===== src/rtl/cfgslv_pkg.sv =====
// Shared constants, types and register-layout functions for the configuration slave.
// Assumes a fixed bank of thirteen registers; register 1 carries the strap field.
package cfgslv_pkg;

    localparam int NUM_REGS  = 13;
    localparam int PTR_W     = $clog2(NUM_REGS + 1);
    localparam int IMG_W     = NUM_REGS * 8;
    localparam int STRAP_REG = 1;
    localparam int STRAP_W   = 5;

    typedef enum logic [2:0] {
        PH_IDLE,
        PH_RX,
        PH_ACK,
        PH_TX,
        PH_MACK
    } phase_t;

    typedef enum logic [1:0] {
        BY_ADDR,
        BY_CMD,
        BY_CNT,
        BY_DATA
    } stage_t;

    function automatic logic [7:0] reg_default(input int idx);
        case (idx)
            1:       return 8'h01;
            2, 3, 4: return 8'hFF;
            5:       return 8'h93;
            11:      return 8'h50;
            12:      return 8'h12;
            default: return 8'h00;
        endcase
    endfunction

    function automatic logic [7:0] reg_wmask(input int idx);
        case (idx)
            STRAP_REG: return 8'h07;
            11, 12:    return 8'h00;
            default:   return 8'hFF;
        endcase
    endfunction

    function automatic logic [IMG_W-1:0] default_image();
        logic [IMG_W-1:0] img;
        img = '0;
        for (int i = 0; i < NUM_REGS; i++) img[i*8 +: 8] = reg_default(i);
        return img;
    endfunction

endpackage


===== src/rtl/cfgslv_sync.sv =====
// Brings one asynchronous bus line into the clk domain and flags its edges.
// Assumes STAGES >= 2; the line idles high, so every flop resets to 1.
module cfgslv_sync #(
    parameter int STAGES = 2
) (
    input  logic clk,
    input  logic rst_n,
    input  logic line_in,
    output logic level,
    output logic rise,
    output logic fall
);

    logic [STAGES-1:0] chain;
    logic              prev;

    // Shift the line through the synchroniser and keep one extra history bit.
    always_ff @(posedge clk) begin
        if (!rst_n) begin
            chain <= '1;
            prev  <= 1'b1;
        end else begin
            chain <= {chain[STAGES-2:0], line_in};
            prev  <= chain[STAGES-1];
        end
    end

    assign level = chain[STAGES-1];
    assign rise  = level & ~prev;
    assign fall  = ~level & prev;

endmodule


===== src/rtl/cfgslv_link.sv =====
// Bit and byte engine of the serial slave: start/stop detection, address match,
// dummy command and count bytes, sequential write and read with a shared pointer.
// Assumes synchronised, edge-flagged SCL/SDA; SCL low time exceeds a few clk cycles.
module cfgslv_link
    import cfgslv_pkg::*;
#(
    parameter logic [6:0] SLAVE_ADDR = 7'h69
) (
    input  logic             clk,
    input  logic             rst_n,
    input  logic             scl_lvl,
    input  logic             scl_rise,
    input  logic             scl_fall,
    input  logic             sda_lvl,
    input  logic             sda_rise,
    input  logic             sda_fall,
    input  logic [7:0]       rd_data,
    output logic [PTR_W-1:0] rd_idx,
    output logic             wr_en,
    output logic [PTR_W-1:0] wr_idx,
    output logic [7:0]       wr_data,
    output logic             sda_oe
);

    localparam logic [PTR_W-1:0] PTR_END = PTR_W'(NUM_REGS);

    phase_t           phase;
    stage_t           stage;
    logic [3:0]       bitcnt;
    logic [7:0]       shreg;
    logic [7:0]       txreg;
    logic [PTR_W-1:0] ptr;
    logic             rnw;
    logic             nack;
    logic             start_c;
    logic             stop_c;
    logic             byte_done;
    logic [PTR_W-1:0] ptr_inc;

    assign start_c   = scl_lvl & sda_fall;
    assign stop_c    = scl_lvl & sda_rise;
    assign byte_done = scl_fall && (bitcnt == 4'd8);
    assign ptr_inc   = (ptr == PTR_END) ? ptr : ptr + 1'b1;
    assign rd_idx    = ptr;

    // Protocol state machine: every bus event moves phase, pointer and SDA drive.
    always_ff @(posedge clk) begin
        if (!rst_n) begin
            phase   <= PH_IDLE;
            stage   <= BY_ADDR;
            bitcnt  <= '0;
            shreg   <= '0;
            txreg   <= '0;
            ptr     <= '0;
            rnw     <= 1'b0;
            nack    <= 1'b0;
            sda_oe  <= 1'b0;
            wr_en   <= 1'b0;
            wr_idx  <= '0;
            wr_data <= '0;
        end else begin
            wr_en <= 1'b0;
            if (start_c) begin
                phase  <= PH_RX;
                stage  <= BY_ADDR;
                bitcnt <= '0;
                ptr    <= '0;
                sda_oe <= 1'b0;
            end else if (stop_c) begin
                phase  <= PH_IDLE;
                ptr    <= '0;
                sda_oe <= 1'b0;
            end else begin
                case (phase)
                    PH_RX: begin
                        if (scl_rise && bitcnt != 4'd8) begin
                            shreg  <= {shreg[6:0], sda_lvl};
                            bitcnt <= bitcnt + 1'b1;
                        end else if (byte_done) begin
                            case (stage)
                                BY_ADDR: begin
                                    if (shreg[7:1] == SLAVE_ADDR) begin
                                        rnw    <= shreg[0];
                                        sda_oe <= 1'b1;
                                        phase  <= PH_ACK;
                                    end else begin
                                        phase  <= PH_IDLE;
                                    end
                                end
                                BY_DATA: begin
                                    if (ptr != PTR_END) begin
                                        wr_en   <= 1'b1;
                                        wr_idx  <= ptr;
                                        wr_data <= shreg;
                                    end
                                    ptr    <= ptr_inc;
                                    sda_oe <= 1'b1;
                                    phase  <= PH_ACK;
                                end
                                default: begin
                                    sda_oe <= 1'b1;
                                    phase  <= PH_ACK;
                                end
                            endcase
                        end
                    end
                    PH_ACK: begin
                        if (scl_fall) begin
                            bitcnt <= '0;
                            if (stage == BY_ADDR && rnw) begin
                                txreg  <= rd_data;
                                sda_oe <= ~rd_data[7];
                                ptr    <= ptr_inc;
                                phase  <= PH_TX;
                            end else begin
                                sda_oe <= 1'b0;
                                phase  <= PH_RX;
                                case (stage)
                                    BY_ADDR: stage <= BY_CMD;
                                    BY_CMD:  stage <= BY_CNT;
                                    default: stage <= BY_DATA;
                                endcase
                            end
                        end
                    end
                    PH_TX: begin
                        if (scl_fall) begin
                            if (bitcnt == 4'd7) begin
                                sda_oe <= 1'b0;
                                phase  <= PH_MACK;
                            end else begin
                                txreg  <= {txreg[6:0], 1'b0};
                                sda_oe <= ~txreg[6];
                                bitcnt <= bitcnt + 1'b1;
                            end
                        end
                    end
                    PH_MACK: begin
                        if (scl_rise) begin
                            nack <= sda_lvl;
                        end else if (scl_fall) begin
                            if (nack) begin
                                phase <= PH_IDLE;
                            end else begin
                                txreg  <= rd_data;
                                sda_oe <= ~rd_data[7];
                                ptr    <= ptr_inc;
                                bitcnt <= '0;
                                phase  <= PH_TX;
                            end
                        end
                    end
                    default: begin
                        sda_oe <= 1'b0;
                    end
                endcase
            end
        end
    end

endmodule


===== src/rtl/cfgslv_regs.sv =====
// Register bank: per-register defaults and write masks, constant identification
// registers, and strap capture into register 1 while reset is held.
// Assumes one write strobe per data byte with an index below NUM_REGS.
module cfgslv_regs
    import cfgslv_pkg::*;
(
    input  logic                         clk,
    input  logic                         rst_n,
    input  logic [STRAP_W-1:0]           strap_sel,
    input  logic                         wr_en,
    input  logic [PTR_W-1:0]             wr_idx,
    input  logic [7:0]                   wr_data,
    output logic [NUM_REGS-1:0][7:0]     image
);

    logic [STRAP_W-1:0] strap_q;

    // Capture the frequency-select straps during reset and hold them afterwards.
    always_ff @(posedge clk) begin
        if (!rst_n) strap_q <= strap_sel;
    end

    for (genvar g = 0; g < NUM_REGS; g++) begin : g_reg
        localparam logic [7:0] DEF = reg_default(g);
        localparam logic [7:0] MSK = reg_wmask(g);
        if (MSK == 8'h00) begin : g_const
            assign image[g] = DEF;
        end else begin : g_store
            logic [7:0] q;
            // Load the default on reset, merge writable bits on a matching strobe.
            always_ff @(posedge clk) begin
                if (!rst_n) q <= DEF;
                else if (wr_en && wr_idx == PTR_W'(g)) q <= (q & ~MSK) | (wr_data & MSK);
            end
            if (g == STRAP_REG) begin : g_strap
                assign image[g] = {strap_q, 3'b000} | (q & MSK);
            end else begin : g_plain
                assign image[g] = q;
            end
        end
    end

endmodule


===== src/rtl/clkgen_cfg_slave.sv =====
// Top of the clock generator configuration slave: line synchronisers, protocol
// engine and register bank, with the whole bank exported as a flat vector.
// Assumes open-drain SDA outside the block: sda_oe high means pull low.
module clkgen_cfg_slave
    import cfgslv_pkg::*;
#(
    parameter logic [6:0] SLAVE_ADDR  = 7'h69,
    parameter int         SYNC_STAGES = 2
) (
    input  logic               clk,
    input  logic               rst_n,
    input  logic               scl_in,
    input  logic               sda_in,
    output logic               sda_oe,
    input  logic [STRAP_W-1:0] strap_sel,
    output logic [IMG_W-1:0]   cfg_regs
);

    logic                     scl_lvl, scl_rise, scl_fall;
    logic                     sda_lvl, sda_rise, sda_fall;
    logic [PTR_W-1:0]         rd_idx;
    logic [7:0]               rd_byte;
    logic                     wr_en;
    logic [PTR_W-1:0]         wr_idx;
    logic [7:0]               wr_data;
    logic [NUM_REGS-1:0][7:0] image;

    cfgslv_sync #(.STAGES(SYNC_STAGES)) u_scl (
        .clk(clk), .rst_n(rst_n), .line_in(scl_in),
        .level(scl_lvl), .rise(scl_rise), .fall(scl_fall)
    );

    cfgslv_sync #(.STAGES(SYNC_STAGES)) u_sda (
        .clk(clk), .rst_n(rst_n), .line_in(sda_in),
        .level(sda_lvl), .rise(sda_rise), .fall(sda_fall)
    );

    cfgslv_link #(.SLAVE_ADDR(SLAVE_ADDR)) u_link (
        .clk(clk), .rst_n(rst_n),
        .scl_lvl(scl_lvl), .scl_rise(scl_rise), .scl_fall(scl_fall),
        .sda_lvl(sda_lvl), .sda_rise(sda_rise), .sda_fall(sda_fall),
        .rd_data(rd_byte), .rd_idx(rd_idx),
        .wr_en(wr_en), .wr_idx(wr_idx), .wr_data(wr_data),
        .sda_oe(sda_oe)
    );

    cfgslv_regs u_regs (
        .clk(clk), .rst_n(rst_n), .strap_sel(strap_sel),
        .wr_en(wr_en), .wr_idx(wr_idx), .wr_data(wr_data),
        .image(image)
    );

    // Read path: past the last register the slave returns all ones.
    assign rd_byte  = (rd_idx < PTR_W'(NUM_REGS)) ? image[rd_idx] : 8'hFF;
    assign cfg_regs = image;

endmodule


===== config.mk =====
export PLATFORM = sky130hd
export DESIGN_NAME = clkgen_cfg_slave
export DESIGN_NICKNAME = d
export VERILOG_FILES = /design/src/rtl/cfgslv_pkg.sv /design/src/rtl/cfgslv_sync.sv /design/src/rtl/cfgslv_link.sv /design/src/rtl/cfgslv_regs.sv /design/src/rtl/clkgen_cfg_slave.sv
export SDC_FILE = /design/constraint.sdc
export NUM_CORES = 1
export LEC_CHECK = 0
export CAP_MARGIN = 20
export CORE_MARGIN = 3
export CORE_UTILIZATION = 53
export DETAILED_ROUTE_END_ITERATION = 8
export MAX_ROUTING_LAYER = met4
export PLACE_DENSITY_LB_ADDON = 0.15
export SLEW_MARGIN = 20
export SYNTH_ARGS = -nofsm -noshare
export SYNTH_HDL_FRONTEND = slang
export SYNTH_SLANG_ARGS = --single-unit

===== constraint.sdc =====
create_clock -name clk -period 2.65 [get_ports clk]
set_input_delay 0.795 -clock clk [delete_from_list [all_inputs] [get_ports clk]]
set_output_delay 0.795 -clock clk [all_outputs]
set_load 0.05 [all_outputs]

==> impl_metrics.yaml <==
clocking:
  cts_hold_buf: 0
  clkTransAtPathRegs_ns: 0.06
  clock-root-buffer: "clkbuf_16"
  cts_buffers: 17
  insertion_delay_ns: 0.41
  cts_tree: "built"
  cts_buffer_depth: 2
  post_cts_buffers: 0
  clock_sinks: 138
  postCtsResizedCells: 0
  htree_levels: 4
floorplanning:
  ios: 114
  die-area_um2: 13500
  core_um2: 11600
  row_count: 39
  initial_core_util: 0.553
  die_w_um: 116
  dieHeight_um: 116
setup_path:
  slowest_delay_ns: 0.85
  required_ns: 1.86
  path_cells: "clkdlybuf4s50_1"
  cp_max_fo: 3
  slowest_stage: "clkdlybuf4s50_1"
  crit_buf_inv: 1
  arrival_ns: 1.68
  path_class: "register to output port"
  endpoint_kind: "output port"
  critPathTopFamily: "buffers and inverters"
  start_kind: "register"
  rrSetupSlack_ns: 0.35
power_and_ir_drop:
  sw_frac_of_total: 0.232
  p_total_w: 0.00448
  p_int_w: 0.00344
  pwr_density_cell_nw_per_um2: 555
  clock_power_share: 0.485
  p_sw_w: 0.00104
  seq_power_share: 0.472
  irDropWorstVdd_v: 0.000499
  combPwrFrac: 0.043
  p_leak_nw: 3.29
place:
  gp_congestion: 0.895
  portBuffers: 97
  dp_cells: 913
  dp_hpwl_mm: 12.8
yosys:
  synth.avg_cell_area_um2: 9.25
  synth_edf_count: 5
  synthArstFlopShare: 0
  synth_top_area_cell: "dfxtp_1"
  yosysTopAreaCellShare: 0.415
  yosys-top-cells-count: "dfxtp_1, mux2i_1, nor2_1"
  ys_warn_count: 0
  synthTopCellsByArea: "dfxtp_1, mux2i_1, nor2_1"
  ys_ff_latch: 138
  syn_inst: 694
  yosysSeqAreaShare: 0.438
  ys_types: 64
  syn_area_um2: 6420
  yosysMostFrequentCell: "dfxtp_1"
  synth_ff_type: "dfxtp_1"
timing:
  finalSetupTns_ns: 0
  finalSetupViolations: 0
  slew_violations: 0
  worst_pin_slew_ns: 0.803
  period_share: 0.934
  fin_crit_ns: 2.47
  clock_skew_ns: 0.00779
  fmax_mhz: 404
  rsz0062_at_grt: "no"
  slew_headroom: 0.463
  hold_viol: 0
cells_and_area:
  n_antenna_cell: 0
  layout-drive-gt1-share: 0.106
  fin_cells: 945
  syn_to_final_growth_pct: 25.7
  nNetsFinal: 803
drt:
  ant_nets: 0
  vias_per_cell: 5.76
  dr.pass1.iters: 7
  dr.first_iter.drc_count: 546
  post-route-drc-count: 0
  postRouteWirelength_mm: 18.4
  vias: 5445
  wire_per_inst_um: 19.5
grt:
  grt_max_degree: 48
  grt_usage: 0.284
  antenna_found_initial: 0
  grt_pass1_vias: 5437
  grt_pass1_wl_mm: 28.5
  gr-total-overflow: 0
flow_run:
  cap_violations: 0
status:
  status: "complete, no violations"
min_path:
  hold_path_class: "register to register"
[metal layers]
layer / vias to the layer above / wire (µm) / track usage
met2: 232 / 8810 / 0.450
met5: - / 0 / -
li1: 2588 / - / -
met4: 0 / 421 / 0.0967
met3: 38 / 1240 / 0.0679
met1: 2587 / 7930 / 0.356
[worst register-to-register path, cell delays in order, from the launching register on]
cell,delay [ns]
dfxtp_1,0.41
or3b_4,0.45
a221o_1,0.39
or4_4,0.44
or4_1,0.41
a21oi_1,0.14
[sequential cells by signal, summed over array words and instances, names as in the netlist, 3 cells and up]
register and flops:
u_regs.g.g_store.q 83, u_link.shreg 8, u_link.wr_data 8, u_link.txreg 7
u_regs.strap_q 5, u_link.bitcnt 4, u_link.rd_idx 4, u_link.wr_idx 4
u_link.phase 3
[per-stage QoR]
| step | instance area, µm² | hold slack, ns | utilization | setup slack, ns |
|---|---|---|---|---|
| 2_1_floorplan | 6470 | 0.386 | - | 0.460 |
| 3_3_place_gp | 7530 | 0.399 | 0.649 | 0.403 |
| 3_5_place_dp | 7530 | 0.392 | 0.649 | 0.383 |
| 4_1_cts | 8070 | 0.411 | 0.695 | 0.183 |
| 5_1_grt | 8070 | 0.424 | 0.695 | 0.157 |
| 6_report | 8070 | 0.408 | 0.695 | 0.175 |
[cell type report]
class | count | area (µm²)
sequential | 138 | 2810
inverter | 15 | 56.3
clock buffer | 21 | 440
tap | 143 | 179
fill | 929 | 3540
clock inverter | 11 | 98.8
multi-input combinational | 493 | 3280
timing repair buffer | 124 | 1200
[placed cells by master, fill, tap and decap left out, types with 3 or more instances in the layout]
cell	Yosys	routed
ha_1	5	5
nand3b_1	4	4
clkbuf_1	32	4
and3_1	5	5
conb_1	2	16
mux4_2	8	8
nor3_1	7	7
a22oi_1	10	10
nor2_1	99	99
clkbuf_16	0	17
a21oi_1	17	17
clkdlybuf4s50_1	0	97
o22ai_1	6	6
mux2i_1	106	106
a311oi_1	3	3
o21ai_0	19	19
nand2_1	70	70
nor3b_1	5	5
a31oi_1	8	8
edfxtp_1	5	5
o221ai_1	5	5
clkinv_2	0	4
mux2_2	10	10
dfxtp_1	133	132
inv_1	14	14
a21boi_0	3	3
clkinvlp_4	0	3
buf_4	17	25
nand2b_1	12	12
a211o_1	4	4
nand4_1	3	3
nand3_1	26	26
and3b_1	3	3
nor4_1	3	3
[kinds of logic after synthesis]
group,Yosys count,share of synthesized area
AND/OR/NAND/NOR,257,0.187
flip-flops,138,0.438
multiplexers,124,0.211
AO/OA/AOI/OAI,90,0.0929
buffers and inverters,77,0.0588
adder cells (fa/ha/maj),5,0.00974
other,2,0.00117
XOR/XNOR,1,0.00136
[power by group through the flow]
stage               clock [W]  combinational, W  sequential [W]
CTS                   0.00220          0.000192         0.00211
detailed placement          0          0.000191         0.00216
finish                0.00218          0.000193         0.00211
floorplan                   0          0.000132         0.00218
global route          0.00228          0.000205         0.00211
global placement            0          0.000189         0.00216
[final timing paths]
path / from / end / cells after the start
min reg2reg: u_sda.chain[0]$_SDFF_PN1_ / u_sda.chain[1]$_SDFF_PN1_ / 1
min: u_sda.chain[0]$_SDFF_PN1_ / u_sda.chain[1]$_SDFF_PN1_ / 1
max reg2reg: u_link.phase[0]$_SDFFE_PN0P_ / u_link.bitcnt[3]$_SDFFE_PP0P_ / 5
max: u_regs.g_reg[7].g_store.q[1]$_SDFFE_PN0P_ / cfg_regs[57] / 1
Note: power is estimated with default switching activity, not from simulation.
